File: src/rtl/thm_pkg.sv
// Shared constants and helpers for the thermal threshold monitor.
// Assumes 8-bit codes packed four to a 32-bit threshold word.
package thm_pkg;
    localparam int CODE_W       = 8;
    localparam int REG_W        = 32;
    localparam int ADDR_W       = 8;
    localparam int MAX_LEVELS   = 4;
    localparam int LEVEL_STRIDE = 4;
    localparam int FALL_BASE    = 16;

    localparam logic [ADDR_W-1:0] OFS_TRIM = 8'h00;
    localparam logic [ADDR_W-1:0] OFS_CTRL = 8'h20;
    localparam logic [ADDR_W-1:0] OFS_RUN  = 8'h28;
    localparam logic [ADDR_W-1:0] OFS_CUR  = 8'h40;
    localparam logic [ADDR_W-1:0] OFS_RISE = 8'h50;
    localparam logic [ADDR_W-1:0] OFS_FALL = 8'h54;
    localparam logic [ADDR_W-1:0] OFS_IEN  = 8'h70;
    localparam logic [ADDR_W-1:0] OFS_IST  = 8'h74;
    localparam logic [ADDR_W-1:0] OFS_ICLR = 8'h78;
    localparam logic [ADDR_W-1:0] OFS_EMUL = 8'h80;

    localparam logic [REG_W-1:0] CTRL_RST = 32'h0060_0002;
    localparam logic [1:0]       CMD_RUN  = 2'b11;

    typedef struct packed {
        logic [15:0]       dwell;
        logic [CODE_W-1:0] code;
        logic [6:0]        spare;
        logic              enable;
    } emul_word_t;

    // Mask of implemented event bits for n levels.
    function automatic logic [REG_W-1:0] evt_mask(input int n);
        logic [REG_W-1:0] m;
        m = '0;
        for (int l = 0; l < MAX_LEVELS; l++) begin
            if (l < n) begin
                m[LEVEL_STRIDE*l]           = 1'b1;
                m[FALL_BASE+LEVEL_STRIDE*l] = 1'b1;
            end
        end
        return m;
    endfunction
endpackage

File: src/rtl/thm_level_cmp.sv
// Crossing detector for one level: flags an upward crossing of the rising
// limit and a downward crossing of the falling limit between the previous
// accepted code and the new one. Purely combinational; caller qualifies.
module thm_level_cmp
    import thm_pkg::*;
(
    input  logic [CODE_W-1:0] new_code,
    input  logic [CODE_W-1:0] old_code,
    input  logic [CODE_W-1:0] rise_lim,
    input  logic [CODE_W-1:0] fall_lim,
    output logic              rise_hit,
    output logic              fall_hit
);
    // Compare both limits against old and new codes.
    always_comb begin
        rise_hit = (new_code >= rise_lim) && (old_code < rise_lim);
        fall_hit = (new_code <= fall_lim) && (old_code > fall_lim);
    end
endmodule

File: src/rtl/thm_sampler.sv
// Accepts sensor codes while sensing runs, substitutes the emulated code
// when emulation is on, and keeps the last accepted code. Assumes one
// strobe per code; strobes while stopped are dropped.
module thm_sampler
    import thm_pkg::*;
(
    input  logic              clk,
    input  logic              rst_n,
    input  logic              smp_valid,
    input  logic [CODE_W-1:0] smp_code,
    input  logic              sense_on,
    input  logic              emul_en,
    input  logic [CODE_W-1:0] emul_code,
    output logic              accept,
    output logic [CODE_W-1:0] new_code,
    output logic [CODE_W-1:0] cur_code,
    output logic              seeded
);
    // Select the code source and qualify the strobe.
    always_comb begin
        accept   = smp_valid && sense_on;
        new_code = emul_en ? emul_code : smp_code;
    end

    // Hold the last accepted code and note that one exists.
    always_ff @(posedge clk) begin
        if (!rst_n) begin
            cur_code <= '0;
            seeded   <= 1'b0;
        end else if (accept) begin
            cur_code <= new_code;
            seeded   <= 1'b1;
        end
    end
endmodule

File: src/rtl/thm_evt_status.sv
// Sticky event status with write-one-to-clear and enable-masked interrupt.
// A set arriving in the same cycle as its clear wins.
module thm_evt_status
    import thm_pkg::*;
#(
    parameter int NUM_LEVELS = 4
) (
    input  logic             clk,
    input  logic             rst_n,
    input  logic             accept,
    input  logic             seeded,
    input  logic [REG_W-1:0] hit_vec,
    input  logic [REG_W-1:0] clr_mask,
    input  logic [REG_W-1:0] irq_en,
    output logic [REG_W-1:0] evt_status,
    output logic             irq
);
    localparam logic [REG_W-1:0] LIVE = evt_mask(NUM_LEVELS);

    logic [REG_W-1:0] set_vec;

    // New events only from a qualified, non-first sample.
    always_comb begin
        set_vec = (accept && seeded) ? (hit_vec & LIVE) : '0;
    end

    // Latch events; clear requested bits unless re-set now.
    always_ff @(posedge clk) begin
        if (!rst_n) begin
            evt_status <= '0;
        end else begin
            evt_status <= (evt_status & ~clr_mask) | set_vec;
        end
    end

    // Interrupt is any enabled pending event.
    always_comb begin
        irq = |(evt_status & irq_en);
    end
endmodule

File: src/rtl/thm_regs.sv
// Register file and read multiplexer. Holds control, limits, enable mask
// and emulation word; decodes the clear strobe; serves reads
// combinationally from the address.
module thm_regs
    import thm_pkg::*;
#(
    parameter int               NUM_LEVELS = 4,
    parameter logic [REG_W-1:0] TRIM_WORD  = 32'h0000_0037
) (
    input  logic              clk,
    input  logic              rst_n,
    input  logic              bus_we,
    input  logic [ADDR_W-1:0] bus_addr,
    input  logic [REG_W-1:0]  bus_wdata,
    input  logic [CODE_W-1:0] cur_code,
    input  logic [REG_W-1:0]  evt_status,
    output logic [REG_W-1:0]  bus_rdata,
    output logic              sense_on,
    output logic [REG_W-1:0]  rise_thr,
    output logic [REG_W-1:0]  fall_thr,
    output logic [REG_W-1:0]  irq_en,
    output logic              emul_en,
    output logic [CODE_W-1:0] emul_code,
    output logic [REG_W-1:0]  clr_mask
);
    localparam logic [REG_W-1:0] LIVE = evt_mask(NUM_LEVELS);

    logic [REG_W-1:0] ctrl_q;
    emul_word_t       emul_q;

    // Writable registers, updated on a write strobe to their offset.
    always_ff @(posedge clk) begin
        if (!rst_n) begin
            ctrl_q   <= CTRL_RST;
            rise_thr <= '0;
            fall_thr <= '0;
            irq_en   <= '0;
            emul_q   <= '0;
        end else if (bus_we) begin
            case (bus_addr)
                OFS_CTRL: ctrl_q   <= bus_wdata;
                OFS_RISE: rise_thr <= bus_wdata;
                OFS_FALL: fall_thr <= bus_wdata;
                OFS_IEN:  irq_en   <= bus_wdata & LIVE;
                OFS_EMUL: emul_q   <= emul_word_t'(bus_wdata);
                default:  ;
            endcase
        end
    end

    // Derived control outputs and the clear strobe.
    always_comb begin
        sense_on  = (ctrl_q[1:0] == CMD_RUN);
        emul_en   = emul_q.enable;
        emul_code = emul_q.code;
        clr_mask  = (bus_we && (bus_addr == OFS_ICLR)) ? (bus_wdata & LIVE) : '0;
    end

    // Read multiplexer.
    always_comb begin
        case (bus_addr)
            OFS_TRIM: bus_rdata = TRIM_WORD;
            OFS_CTRL: bus_rdata = ctrl_q;
            OFS_RUN:  bus_rdata = {{(REG_W-1){1'b0}}, sense_on};
            OFS_CUR:  bus_rdata = {{(REG_W-CODE_W){1'b0}}, cur_code};
            OFS_RISE: bus_rdata = rise_thr;
            OFS_FALL: bus_rdata = fall_thr;
            OFS_IEN:  bus_rdata = irq_en;
            OFS_IST:  bus_rdata = evt_status;
            OFS_EMUL: bus_rdata = emul_q;
            default:  bus_rdata = '0;
        endcase
    end
endmodule

File: src/rtl/therm_trip_monitor.sv
// Top of the thermal threshold monitor. Wires the register file, the
// sample stage, one crossing detector per level and the event status.
// Assumes NUM_LEVELS does not exceed the four lanes of a limit word.
module therm_trip_monitor
    import thm_pkg::*;
#(
    parameter int               NUM_LEVELS = 4,
    parameter logic [REG_W-1:0] TRIM_WORD  = 32'h0000_0037
) (
    input  logic              clk,
    input  logic              rst_n,
    input  logic              bus_we,
    input  logic [ADDR_W-1:0] bus_addr,
    input  logic [REG_W-1:0]  bus_wdata,
    output logic [REG_W-1:0]  bus_rdata,
    input  logic              smp_valid,
    input  logic [CODE_W-1:0] smp_code,
    output logic              irq
);
    logic              sense_on;
    logic              emul_en;
    logic [CODE_W-1:0] emul_code;
    logic [REG_W-1:0]  rise_thr;
    logic [REG_W-1:0]  fall_thr;
    logic [REG_W-1:0]  irq_en;
    logic [REG_W-1:0]  clr_mask;
    logic [REG_W-1:0]  evt_status;
    logic              accept;
    logic              seeded;
    logic [CODE_W-1:0] new_code;
    logic [CODE_W-1:0] cur_code;
    logic [NUM_LEVELS-1:0] rise_hits;
    logic [NUM_LEVELS-1:0] fall_hits;
    logic [REG_W-1:0]  hit_vec;

    thm_regs #(
        .NUM_LEVELS (NUM_LEVELS),
        .TRIM_WORD  (TRIM_WORD)
    ) u_regs (
        .clk        (clk),
        .rst_n      (rst_n),
        .bus_we     (bus_we),
        .bus_addr   (bus_addr),
        .bus_wdata  (bus_wdata),
        .cur_code   (cur_code),
        .evt_status (evt_status),
        .bus_rdata  (bus_rdata),
        .sense_on   (sense_on),
        .rise_thr   (rise_thr),
        .fall_thr   (fall_thr),
        .irq_en     (irq_en),
        .emul_en    (emul_en),
        .emul_code  (emul_code),
        .clr_mask   (clr_mask)
    );

    thm_sampler u_smp (
        .clk       (clk),
        .rst_n     (rst_n),
        .smp_valid (smp_valid),
        .smp_code  (smp_code),
        .sense_on  (sense_on),
        .emul_en   (emul_en),
        .emul_code (emul_code),
        .accept    (accept),
        .new_code  (new_code),
        .cur_code  (cur_code),
        .seeded    (seeded)
    );

    for (genvar lv = 0; lv < NUM_LEVELS; lv++) begin : g_lvl
        thm_level_cmp u_cmp (
            .new_code (new_code),
            .old_code (cur_code),
            .rise_lim (rise_thr[CODE_W*lv +: CODE_W]),
            .fall_lim (fall_thr[CODE_W*lv +: CODE_W]),
            .rise_hit (rise_hits[lv]),
            .fall_hit (fall_hits[lv])
        );
    end

    // Place each level's hits at its fixed status positions.
    always_comb begin
        hit_vec = '0;
        for (int l = 0; l < NUM_LEVELS; l++) begin
            hit_vec[LEVEL_STRIDE*l]           = rise_hits[l];
            hit_vec[FALL_BASE+LEVEL_STRIDE*l] = fall_hits[l];
        end
    end

    thm_evt_status #(
        .NUM_LEVELS (NUM_LEVELS)
    ) u_evt (
        .clk        (clk),
        .rst_n      (rst_n),
        .accept     (accept),
        .seeded     (seeded),
        .hit_vec    (hit_vec),
        .clr_mask   (clr_mask),
        .irq_en     (irq_en),
        .evt_status (evt_status),
        .irq        (irq)
    );
endmodule

File: config.mk
export PLATFORM = sky130hd
export DESIGN_NAME = therm_trip_monitor
export DESIGN_NICKNAME = d
export VERILOG_FILES = /design/src/rtl/thm_pkg.sv /design/src/rtl/thm_level_cmp.sv /design/src/rtl/thm_sampler.sv /design/src/rtl/thm_evt_status.sv /design/src/rtl/thm_regs.sv /design/src/rtl/therm_trip_monitor.sv
export SDC_FILE = /design/constraint.sdc
export NUM_CORES = 1
export LEC_CHECK = 0
export CORE_MARGIN = 2
export CORE_UTILIZATION = 45
export DETAILED_ROUTE_END_ITERATION = 16
export HOLD_SLACK_MARGIN = 0.12
export PLACE_DENSITY = 0.79
export SLEW_MARGIN = 20
export SYNTH_ARGS = -nofsm -noshare
export SYNTH_HDL_FRONTEND = slang
export SYNTH_SLANG_ARGS = --single-unit
File: constraint.sdc
create_clock -name clk -period 2.5 [get_ports clk]
set_clock_uncertainty 0.2 [all_clocks]
set_input_delay 0.5 -clock clk [delete_from_list [all_inputs] [get_ports clk]]
set_output_delay 0.5 -clock clk [all_outputs]
set_load 0.1 [all_outputs]
# After elaboration in Yosys (flattened, before gate mapping)
# Index checks and enable logic that the tools add are counted.
# Widths: inputs -> output; s select.
[op_classes] order_cmp=16 eq_ne=10 mux=4 bitwise=4 reduce_logical=18
[op_table] operator="$pmux 32 s9" count=1
[op_table] operator="$mux 29" count=2
[op_table] operator="$eq 8x7->1 const B" count=6
[op_table] operator="$and 32x29->32" count=1
[op_table] operator="$and 32x32->32" count=1
[op_table] operator="$ge 8x8->1" count=4
[op_table] operator="$gt 8x8->1" count=4
[op_table] operator="$le 8x8->1" count=4
[op_table] operator="$lt 8x8->1" count=4
[op_table] operator="$not 29->32" count=1
[op_table] operator="$or 32x32->32" count=1
[op_table] operator="$reduce_or 32->1" count=1
[op_table] operator="$eq 8x6->1 const B" count=2
[op_table] operator="$logic_and 1x1->1" count=11
[op_table] operator="$reduce_and 2->1" count=5
[op_table] operator="$eq 8x8->1 const B" count=1
[op_table] operator="$logic_not 8->1" count=1
[op_table] operator="$mux 8" count=1
[op_table] operator="$eq 2x2->1 const B" count=1
[word_totals] reg_bits=177 input_bits=52 output_inout_bits=33

# Depth between registers and ports, before layout
[logic_depth] ltp_word=6 mapped_depth=9

# Cells and area by module
# A second synthesis with hierarchy kept.
[unflattened] cells_unflattened=1352 area_unflattened_um2=11502.3
[modules_own_cells] module="thm_regs" n_inst=1 cells_each=844 area_each_um2=6969.2
[modules_own_cells] module="thm_level_cmp" n_inst=4 cells_each=90 area_each_um2=718.2
[modules_own_cells] module="thm_evt_status" n_inst=1 cells_each=107 area_each_um2=1173.6
[modules_own_cells] module="thm_sampler" n_inst=1 cells_each=40 area_each_um2=483.0
[modules_own_cells] module="therm_trip_monitor" n_inst=1 cells_each=1 area_each_um2=3.8

# Worst setup path before layout
# No wires, ideal clock.
[synth_timing] kind="input -> output" start="input bus_addr[7]" end="output bus_rdata[15]" arrival_ns=3.853 t_required_ns=1.800 slack_ns=-2.053 cell_stages=7 path_buffers=4 path_cell_list="clkbuf_1 > and3b_1 > buf_2 > clkbuf_1 > clkbuf_1 > a22oi_1 > o21ai_0"
[synth_via] elab_chain_len=2 elab_cells_between_ends=10 cone_classes="eq/ne (8); mux (1); reduce/logical (1)"
[synth_lines] item="start, declared" line="therm_trip_monitor.sv:13" source="input logic [ADDR_W-1:0] bus_addr,"
[synth_lines] item="$eq 8x8->1, or another cell as far along" line="thm_regs.sv:61" source="case (bus_addr)"
[synth_lines] item="$pmux 32 s9 (*)" line="thm_regs.sv:61"
[synth_lines] item="end, declared" line="therm_trip_monitor.sv:15" source="output logic [REG_W-1:0] bus_rdata,"
# Every way passes the cells marked *; elsewhere a longest branch is shown, timed or not.

# Worst setup path in the final report
[layout_timing] start="input bus_addr[1]" end="output bus_rdata[3]"
# Same word-level chain as after synthesis.

==> impl_results.md <==
- Slew Limit Headroom: 0.595
- Antenna Cells: 0
- Asr flop ratio synth: 0
- Syn_area_per_cell: 8.07 µm²
- DIE HEIGHT: roughly 150 µm
- Synth Warn #: 0
- Fin nets: 1540
- Gate Count Post-Synth: 1209
- P_leak: between 0.005 and 0.006 µW
- Buffers on Ports: 84
- RSZ-0062 raised after global routing: true
- Core Util, Final: 0.633
- Setup Crit Path Kind: primary input to primary output
- Setup WS post-layout: -379 ps
- Htree depth: 4
- Flop2flop setup slack: roughly 110 ps
- Sequential cell area: around 3000 µm²
- I/O pins: between 80 and 90
- Synth unique cells: 56
- Final worst path period share: 1.15
- Num CTS Buffers: 17
- Min-delay src: u_regs.fall_thr[28]$_SDFFE_PN0P_
- Routed wl met3: about 3600 µm
- Worst R2R Start: u_regs.emul_en$_SDFFE_PN0P_
- CP endpoint kind: primary output
- Total grt overflow: 0
- EDFF count, synth: 0
- Top routing layer in use: met4
- Largest cells by area after synthesis: dfxtp_1 (31%), ha_1 (16%), nand2_1 (12%), a21boi_0 (5.5%), a21boi_1 (4.2%)
- Post-detail-place hpwl: between 20000 and 25000 µm
- P&R area growth vs syn: 37.4%
- Multi-input gate area in the final layout: 6740 µm²
- DR DRC count: 0
- Die width: approximately 150 µm
- Initial core utilization: 0.461
- Crit path DAT: around 2200 ps
- Setup Viol. Count Final: 32
- Slew @ Worst Pin: 608 ps
- Placer Congestion: between 1 and 1.5
- Initial antenna violation count: 0
- Vias in the first global route: approximately 10000
- Max rail drop VDD: between 0.0004 and 0.0005 V
- Vias per cell: 6.17
- Worst hold path endpoint: u_regs.fall_thr[28]$_SDFFE_PN0P_
- Largest net degree at the start of global routing: ~150
- Die Area: 22900 µm²
- Core ar.: 21200 µm²
- Final Total Pwr: approximately 5700 µW
- Top-area cell type share of the netlist area: 0.314
- DRT Pass-1 Iters: 6
- Worst setup SP type: primary input
- Failing checks: setup timing
- CTS tree: done
- Register area share after synthesis: 0.314
- First-pass GRT wire length: ~55000 µm
- Post-route minimum period: 2880 ps
- Hold-fix buffers, CTS: 0
- Slew Limit Fails: 0
- Worst Hold Class: flip-flop to flip-flop
- Area leader, netlist: dfxtp_1
- Drt initial violations: between 1000 and 1500
- CP startpoint: bus_addr[1]
- DRT met1 WL: approximately 15000 µm
- Hold Path Stages: 2
- Fill cells: ~1600
- Latest clock arrival within the worst-skew pair: 430 ps
- Worst R2R Path Depth: 9
- Primary FF master, synth: dfxtp_1
- Mapped Area: 9750 µm²
- Post-route ant nets: 0
- Wire per inst: between 20 and 25 µm
- Critical R2R Capture: u_evt.evt_status[4]$_SDFF_PN0_
- Share of cells above drive strength 1: 0.204
- Final Hold Viols: 0
- CP max FO: 5
- WL met2: approximately 16000 µm
- WL final: 36600 µm
- Sink Count: roughly 150
- Status: complete, but fails checks
- Root Driver: clkbuf_16
- F_max: 347 MHz
- Pwr/cell area: approximately 430 nW/µm²
- Worst EP required: between 1500 and 2000 ps
- Flops & latches, synth: between 150 and 200
- Max clock buf depth: 2
- Clock slew at reported path FFs: approximately 60 ps
- Net Count, Synth: around 1400
- Max-cap violations: 0
- GRT Resource Usage Total: 0.317
- Row cnt: 53
- Total number of vias: about 10000
==> worst max-delay path by stage <==
stage                               end
final                      bus_rdata[3]
after global routing       bus_rdata[3]
after CTS                  bus_rdata[3]
after detailed placement  bus_rdata[22]
after global placement    bus_rdata[19]
after floorplan           bus_rdata[20]
==> synth_stat cells, drive strengths merged, types with 2 or more instances <==
| cell type | number |
|---|---|
| nor4b | 3 |
| nand2b | 9 |
| nor2 | 34 |
| o31ai | 6 |
| a21oi | 42 |
| a22oi | 45 |
| a211o | 2 |
| o22a | 2 |
| a211oi | 13 |
| nor4 | 2 |
| o21a | 5 |
| mux2 | 7 |
| a21o | 14 |
| mux2i | 15 |
| nor3 | 4 |
| and2 | 2 |
| o211ai | 8 |
| and4 | 4 |
| a41o | 2 |
| clkbuf | 48 |
| nand2 | 301 |
| nor2b | 30 |
| a221oi | 9 |
| and3 | 5 |
| o21bai | 6 |
| o32ai | 2 |
| a221o | 12 |
| nand3 | 22 |
| inv | 62 |
| a32oi | 2 |
| dfxtp | 153 |
| ha | 124 |
| o21ai | 32 |
| o41ai | 2 |
| a21boi | 126 |
| o22ai | 2 |
| buf | 24 |
| nor3b | 2 |
| nand4 | 16 |
==> worst max-delay path: stages <==
cell	delay [ps]
buf_6	90
or4b_4	580
nor3b_4	200
buf_6	150
buf_6	140
buf_12	140
a22oi_2	100
o21ai_4	80
buf_12	190
==> metal layers <==
layer  up-vias  track usage
li1       4575            -
met1      4805        0.409
met2       617        0.493
met3       193       0.0648
met4         0        0.176
met5         -            0
==> flip-flops by register name, summed over array words and instances (netlist names) <==
register and count:
u_evt.evt_status 8, u_regs.ctrl_q 32, u_regs.emul_code 8, u_regs.emul_en 1, u_regs.emul_q 23, u_regs.fall_thr 32
u_regs.irq_en 8, u_regs.rise_thr 32, u_smp.cur_code 8, u_smp.seeded 1
==> cells by family after synthesis <==
logic type	count (synthesis)	synth area share
muxes	22	0.0235
adders and majority gates	124	0.159
and+or+nand+nor	437	0.196
AOI/OAI and AO/OA	339	0.249
buffers and inverters	134	0.0580
DFF	153	0.314
==> repair_timing <==
| action | CTS | global route |
|---|---|---|
| buffers inserted | 21 | 10 |
| resized for setup | 88 | 32 |
| cloned | 4 | 1 |
| endpoints found under the setup margin | 70 | 40 |
| pin swaps | 20 | 26 |
==> placed cells by master, fill, tap and decap left out, types with 18 or more instances in the layout <==
cell,instances
buf_12,45
a21boi_0,72
clkdlybuf4s50_1,41
nor2_1,31
ha_1,124
nor2b_1,30
nand3_1,21
a21boi_1,54
inv_1,62
buf_6,29
nand2_1,295
clkbuf_16,18
dfxtp_1,151
a21oi_1,42
a22oi_1,31
buf_4,85
==> where the power goes <==
group          switching [µW]  internal (µW)
clock network            1060           1660
logic                     294            259
registers                2.66           2440
==> final cells by class <==
type	count	area share
Tap cell	275	0.0257
Clock inverter	9	0.0104
Timing Repair Buffer	208	0.179
Multi-Input combinational cell	922	0.503
Sequential cell	153	0.229
Clock buffer	23	0.0357
Inverter	62	0.0174
==> per-stage QoR <==
step	TNS, ps	hold slack, ps	cells	cell area (µm²)	worst slack (ps)
detailed placement	-74340	248	1592	12200	-677
global placement	-65700	240	1592	12200	-654
CTS	-8950	256	1646	13200	-366
floorplan	-5110	235	1209	10200	-201
finish	-9160	254	1652	13400	-379
global route	-9800	268	1652	13400	-385
No activity file was read; power rests on OpenSTA's default activity.
